===== src/rtl/assoc_store_pkg.sv =====
package assoc_store_pkg;

   typedef enum logic [1:0] {
      ET_VALID = 2'b00,
      ET_EMPTY = 2'b01,
      ET_SKIP  = 2'b10,
      ET_RAM   = 2'b11
   } etype_e;

   typedef enum logic [3:0] {
      OP_NOP      = 4'd0,
      OP_WRITE    = 4'd1,
      OP_READ     = 4'd2,
      OP_SETTYPE  = 4'd3,
      OP_LOADKEY  = 4'd4,
      OP_LOADMASK = 4'd5,
      OP_SEARCH   = 4'd6,
      OP_SHL      = 4'd7,
      OP_SHR      = 4'd8
   } op_e;

endpackage


===== src/rtl/assoc_store_prio.sv =====
module assoc_store_prio #(
   parameter int N  = 16,
   localparam int AW = $clog2(N)
) (
   input  logic [N-1:0]  req,
   output logic          any,
   output logic          multi,
   output logic [AW-1:0] idx
);

   generate
      if (N < 2) begin : g_bad_n
         $error("assoc_store_prio needs N >= 2");
      end
   endgenerate

   // Scan from the top down, so the lowest requester is the last to win.
   always_comb begin
      idx = '0;
      any = 1'b0;
      for (int i = N - 1; i >= 0; i--) begin
         if (req[i]) begin
            idx = AW'(i);
            any = 1'b1;
         end
      end
   end

   // Clearing the lowest set bit leaves something only if two or more were set.
   assign multi = |(req & (req - N'(1)));

endmodule


===== src/rtl/assoc_store_match.sv =====
module assoc_store_match
   import assoc_store_pkg::*;
#(
   parameter int DEPTH = 16,
   parameter int WIDTH = 64,
   parameter int SEG_W = 16,
   localparam int NSEG = WIDTH / SEG_W,
   localparam int SSW  = $clog2(NSEG)
) (
   input  logic [DEPTH-1:0][WIDTH-1:0] words,
   input  logic [DEPTH-1:0][1:0]       vbits,
   input  logic [WIDTH-1:0]            key,
   input  logic [WIDTH-1:0]            mask,
   input  logic [SSW-1:0]              cam_segs,
   input  logic [1:0]                  want,
   output logic [DEPTH-1:0]            hits
);

   logic [WIDTH-1:0] seg_care;
   logic [WIDTH-1:0] care;

   // A segment takes part in the search when its index is within the split.
   genvar s;
   generate
      for (s = 0; s < NSEG; s++) begin : g_seg
         assign seg_care[s*SEG_W +: SEG_W] = {SEG_W{(SSW'(s) <= cam_segs)}};
      end
   endgenerate

   assign care = seg_care & ~mask;

   genvar e;
   generate
      for (e = 0; e < DEPTH; e++) begin : g_ent
         assign hits[e] = (vbits[e] == want) && (((words[e] ^ key) & care) == '0);
      end
   endgenerate

endmodule


===== src/rtl/assoc_store.sv =====
module assoc_store
   import assoc_store_pkg::*;
#(
   parameter int DEPTH = 16,
   parameter int WIDTH = 64,
   parameter int SEG_W = 16,
   localparam int AW   = $clog2(DEPTH),
   localparam int NSEG = WIDTH / SEG_W,
   localparam int SSW  = $clog2(NSEG)
) (
   input  logic             clk,
   input  logic             rst_n,
   input  logic [SSW-1:0]   cfg_cam_segs,
   input  logic [3:0]       cmd_op,
   input  logic [AW-1:0]    cmd_addr,
   input  logic [1:0]       cmd_type,
   input  logic [WIDTH-1:0] cmd_data,
   output logic             match_flag,
   output logic             multi_flag,
   output logic [AW-1:0]    match_addr,
   output logic             full_flag,
   output logic [AW-1:0]    next_free,
   output logic [WIDTH-1:0] rd_data,
   output logic [1:0]       rd_vbits
);

   // Elaboration-time checks on the parameters.
   generate
      if (DEPTH < 2 || (1 << AW) != DEPTH) begin : g_bad_depth
         $error("DEPTH must be a power of two, at least 2");
      end
      if (SEG_W < 1 || (WIDTH % SEG_W) != 0) begin : g_bad_seg
         $error("WIDTH must be a whole number of segments");
      end
      if (NSEG < 2 || (1 << SSW) != NSEG) begin : g_bad_nseg
         $error("segment count must be a power of two, at least 2");
      end
   endgenerate

   logic [DEPTH-1:0][WIDTH-1:0] mem_q;
   logic [DEPTH-1:0][1:0]       vb_q;
   logic [WIDTH-1:0]            key_q;
   logic [WIDTH-1:0]            mask_q;

   logic             do_search;
   logic [WIDTH-1:0] srch_key;
   logic [1:0]       srch_want;
   logic [DEPTH-1:0] hits;
   logic             hit_any;
   logic             hit_multi;
   logic [AW-1:0]    hit_idx;
   logic [DEPTH-1:0] empties;
   logic             free_any;
   logic             free_multi;
   logic [AW-1:0]    free_idx;

   // A key load searches Valid entries with the new key; a forced search
   // uses the held key and the requested type.
   assign do_search = (cmd_op == OP_LOADKEY) || (cmd_op == OP_SEARCH);
   assign srch_key  = (cmd_op == OP_LOADKEY) ? cmd_data : key_q;
   assign srch_want = (cmd_op == OP_LOADKEY) ? 2'(ET_VALID) : cmd_type;

   assoc_store_match #(
      .DEPTH (DEPTH),
      .WIDTH (WIDTH),
      .SEG_W (SEG_W)
   ) match_i (
      .words    (mem_q),
      .vbits    (vb_q),
      .key      (srch_key),
      .mask     (mask_q),
      .cam_segs (cfg_cam_segs),
      .want     (srch_want),
      .hits     (hits)
   );

   assoc_store_prio #(.N(DEPTH)) hit_enc_i (
      .req   (hits),
      .any   (hit_any),
      .multi (hit_multi),
      .idx   (hit_idx)
   );

   genvar e;
   generate
      for (e = 0; e < DEPTH; e++) begin : g_empty
         assign empties[e] = (vb_q[e] == 2'(ET_EMPTY));
      end
   endgenerate

   assoc_store_prio #(.N(DEPTH)) free_enc_i (
      .req   (empties),
      .any   (free_any),
      .multi (free_multi),
      .idx   (free_idx)
   );

   assign full_flag = ~free_any;
   assign next_free = free_idx;

   always_ff @(posedge clk or negedge rst_n) begin
      if (!rst_n) begin
         mem_q      <= '0;
         vb_q       <= {DEPTH{2'(ET_EMPTY)}};
         key_q      <= '0;
         mask_q     <= '0;
         match_flag <= 1'b0;
         multi_flag <= 1'b0;
         match_addr <= '0;
         rd_data    <= '0;
         rd_vbits   <= '0;
      end else begin
         case (cmd_op)
            OP_WRITE:    mem_q[cmd_addr] <= cmd_data;
            OP_READ: begin
               rd_data  <= mem_q[cmd_addr];
               rd_vbits <= vb_q[cmd_addr];
            end
            OP_SETTYPE:  vb_q[cmd_addr] <= cmd_type;
            OP_LOADKEY:  key_q <= cmd_data;
            OP_LOADMASK: mask_q <= cmd_data;
            OP_SHL:      key_q <= {key_q[WIDTH-2:0], key_q[WIDTH-1]};
            OP_SHR:      key_q <= {key_q[0], key_q[WIDTH-1:1]};
            default: ;
         endcase
         if (do_search) begin
            match_flag <= hit_any;
            multi_flag <= hit_multi;
            match_addr <= hit_idx;
         end
      end
   end

endmodule


===== config.mk =====
export PLATFORM = sky130hd
export DESIGN_NAME = assoc_store
export DESIGN_NICKNAME = d
export VERILOG_FILES = /design/src/rtl/assoc_store_pkg.sv /design/src/rtl/assoc_store_prio.sv /design/src/rtl/assoc_store_match.sv /design/src/rtl/assoc_store.sv
export SDC_FILE = /design/constraint.sdc
export NUM_CORES = 2
export LEC_CHECK = 0
export BUFFER_PORTS_ARGS = -buffer_cell sky130_fd_sc_hd__buf_2
export CAP_MARGIN = 20
export CORE_AREA = 2 2 405 407
export DETAILED_ROUTE_END_ITERATION = 7
export DIE_AREA = 0 0 407 409
export PLACE_DENSITY = 0.59
export SLEW_MARGIN = 5
export SYNTH_ARGS = -nofsm -noshare
export SYNTH_HDL_FRONTEND = slang
export SYNTH_SLANG_ARGS = --single-unit
export TNS_END_PERCENT = 50

===== constraint.sdc =====
create_clock -name clk -period 4.36 [get_ports clk]
set_input_delay 0.436 -clock clk [delete_from_list [all_inputs] [get_ports clk]]
set_output_delay 0.436 -clock clk [all_outputs]
set_load 0.05 [all_outputs]

==> out/metrics.cfg <==
[critical_path]
r2r_end = multi_flag
startpoint_type = input pin
crit_required_ps = 5120
cpLargestDelayFamily = simple AND/OR/NAND/NOR gates
worstSetupStartpoint = cmd_op[0]
worstRegToRegCells = 13
cp_slowest_cell = or4b_4
critical_path_buf_inv_count = 5
worstPathMaxFanout = 25
setup.worst_path.end_class = register
path_common_cell = buf_4
crit_path_class = in2reg
cp_data_arrival_time_ps = 5120
timing.reg2reg.setup_slack_ps = 80
crit_chain = buf_2 > or4b_4 > buf_12 > mux2i_4 > buf_4 > xor2_1 > o22ai_2 > nor4_1 > buf_4 > nand4_1 > nor4_1 > buf_4 > nand4_1 > nand2_2 > nor3b_1 > a211oi_1 > o32a_1
critical_path.max_stage_delay_ps = 600
critical_path.reg2reg.startpoint = mask_q[33]

[timing]
fmaxAchievable_mhz = 229
fin_ws_ps = -1.35
maxSlewHeadroom_pct = 13.2
finalClockSkew_ps = 30.6
setup-violations-final = 1
timing_hold_violations_final = 0
max_slew.worst_pin.slew_ps = 1290
finalCriticalPeriod_ps = 4360
setup_tns_ps = -1.35
setup_repair_after_global_routing_missed_its_margin = no
timing_max_transition_violations_final = 0
finalCritPeriodShare_pct = 100

[floorplanning]
die_height_um = 409
core_sq_um = 162000
floorplan.initialDensity_pct = 44.8
placementRows = 148
die_area_sq_um = 166000
num_io_pins = 155
die_w_um = 407

[global_routing]
global_route.usage.total_pct = 52.9
grt_pass1_wl_mm = 577
grt_use_met2_pct = 73.9
pin_count_of_the_biggest_net_entering_global_routing = 117
top_usage_layer = met2
antenna_found_initial = 117
grt_util_met3_pct = 21.1
grt_util_met1_pct = 66.4
grt-ovfl-total = 0
number_of_global_route_vias_before_repair = 60300

[routing]
antenna_violating_nets_left = 0
detail_route.wirelength_mm = 443
detail_route.drc_violations = 0
wl_per_cell_um = 47.5
dr_vias_cell = 6.79
detailedRoute.firstIterationViolations = 9739
vias = 63400
drt_first_pass_iters = 8

[layout]
multiInputGateArea_sq_um = 39100
drive_above_1_share_pct = 49.5
design.final.nets = 7086
layout.filler_cells = 13400
layout-area-overhead-vs-synth_pct = 26.3
register_area_sq_um = 31500

[place]
count_of_input_and_output_buffers = 154
hpwlAfterDp_mm = 342
gp_routability_congestion = 1.14

[clock_network]
cts-root-buf = clkbuf_16
clk_path_buf_depth = 3
tritoncts.num_buffers = 144
h-tree-depth = 4
cts_tree = yes
clk_latency_ps = 830
path_clk_slew_ps = 60
cts_sinks = 1256

[pwr]
post-layout-total-power_mw = 46.7
max-vdd-ir-drop_mv = 0.537
p_per_area_nw_per_um2 = 509
p_leak_nw = 44.9

[min_path]
holdCritPathClass = in2reg
hold-path-endpoint = key_q[3]
hp-start = cmd_data[3]
timing.hold.worst_path_depth = 3

[synth]
synth-async-reset-ratio_pct = 100
ys.flop_type = dfrtp_1
syn_area_sq_um = 72500
synth_edf_count = 0
number_of_distinct_library_cells_after_synthesis = 62
syn_inst = 5807
synth.ff_latch_count = 1256
synth_sequential_area_ratio_pct = 43.4
ys_warn_count = 0
syn_avg_cell_area_sq_um = 12.5
synth_fp_nets = 5885

[run_status]
failed_checks = setup timing
status = finished, violations left

[run]
maxCapViolCount = 0

## cells in the mapped netlist, drive strengths merged (37+ instances only)
master | instances | area (sq um)
dfrtp | 1240 | 31000
mux2 | 1181 | 13300
xor2 | 988 | 8650
o22ai | 482 | 3020
clkbuf | 431 | 1620
mux4 | 330 | 7430
nor2 | 158 | 593
buf | 139 | 701
nor4 | 106 | 663
a21oi | 94 | 470
o21ai | 92 | 460
a22oi | 66 | 495
mux2i | 64 | 962
nand2 | 64 | 243
xnor2 | 37 | 324
## cell type report
class                   instances  area share, %
repair buffers               1625           14.3
flip-flops and latches       1256           34.3
clock buffers                 208           4.67
diodes                         27         0.0738
well taps                    2175           2.97
multi-input cells            3966           42.6
inverters                      15         0.0615
clock inverters                58          0.906
## power breakdown
group	switching [mW]	internal (mW)	leakage (nW)
sequential	1.50	12.8	16.8
combinational	11.9	7.14	25.6
clock	5.38	7.87	2.50
## worst max-delay path by stage
stage                     depth (start not counted)         end  slack, ps
after floorplan                                  15  multi_flag        390
after global placement                           19  multi_flag      -1090
after detailed placement                         19  multi_flag      -1080
after CTS                                        19  multi_flag         30
after global routing                             18  multi_flag          8
final                                            17  multi_flag         -1
## placed cells by master, fill, tap and decap left out, types with 12 or more instances in the layout
cell,count
a21oi_1,94
a22oi_1,66
buf_12,102
buf_2,149
buf_4,1367
bufinv_16,17
clkbuf_1,27
clkbuf_16,150
clkbuf_8,31
clkinv_2,23
dfrtp_1,1238
dfstp_2,16
diode_2,27
inv_1,15
mux2_2,1181
mux2i_2,44
mux2i_4,20
mux4_2,330
nand2_1,53
nand2b_1,31
nand3_1,22
nand4_1,24
nor2_1,152
nor2b_1,27
nor3_1,19
nor3b_1,14
nor4_1,100
o21ai_0,91
o22ai_1,480
o32ai_1,13
or2_2,34
or4_1,12
xnor2_1,37
xor2_1,985
## stage by stage
| step | utilization (%) | cells | hold slack [ps] | instance area [sq um] | setup slack [ps] |
|---|---|---|---|---|---|
| floorplan | - | 5807 | 140 | 72500 | 392 |
| global placement | 53.3 | 9032 | 481 | 86300 | -1090 |
| detailed placement | 53.3 | 9032 | 487 | 86300 | -1080 |
| CTS | 56.5 | 9302 | 2.85 | 91500 | 34.2 |
| global route | 56.5 | 9303 | 70.3 | 91500 | 7.59 |
| finish | 56.5 | 9330 | 56.4 | 91600 | -1.35 |
## registers in the layout (all words and copies together) (netlist names)
name and flops:
key_q 64, mask_q 64, match_addr 4, match_flag 1, mem_q 1024, multi_flag 1, rd_data 64, rd_vbits 2
vb_q 32
## routing by layer
metal | vias to the layer above | part of all wire, %
li1 | 23800 | -
met1 | 33100 | 37
met2 | 5011 | 41
met3 | 1343 | 13
met4 | 108 | 9.1
met5 | - | 0.18
## worst register-to-register path, delay by kind of cell (launching register included)
family | cells | cell delay (ps)
AND/OR/NAND/NOR | 7 | 1840
buffers and inverters | 1 | 190
AO/OA/AOI/OAI | 5 | 1850
flip-flops | 1 | 340
## cells by family (layout without fill, tap and decap cells)
logic type	Yosys count	after routing	share of synthesized area (%)
and+or+nand+nor	554	554	4.04
buffers and inverters	585	1906	3.28
adders and majority gates	2	2	0.0311
muxes	1575	1575	29.9
other	0	27	0
xor gates and xnor gates	1025	1025	12.4
DFF	1256	1256	43.4
AOI/OAI and AO/OA	810	810	6.99
## repair_timing
item                                   CTS  global route
buffers inserted                         0             1
resized for setup                        5             7
endpoints found under the hold margin   90             0
pin swaps                                0             1
gates cloned                             0             0
hold buffers                             4             0
setup endpoints to repair                6             6
No activity file was read; power rests on OpenSTA's default activity.
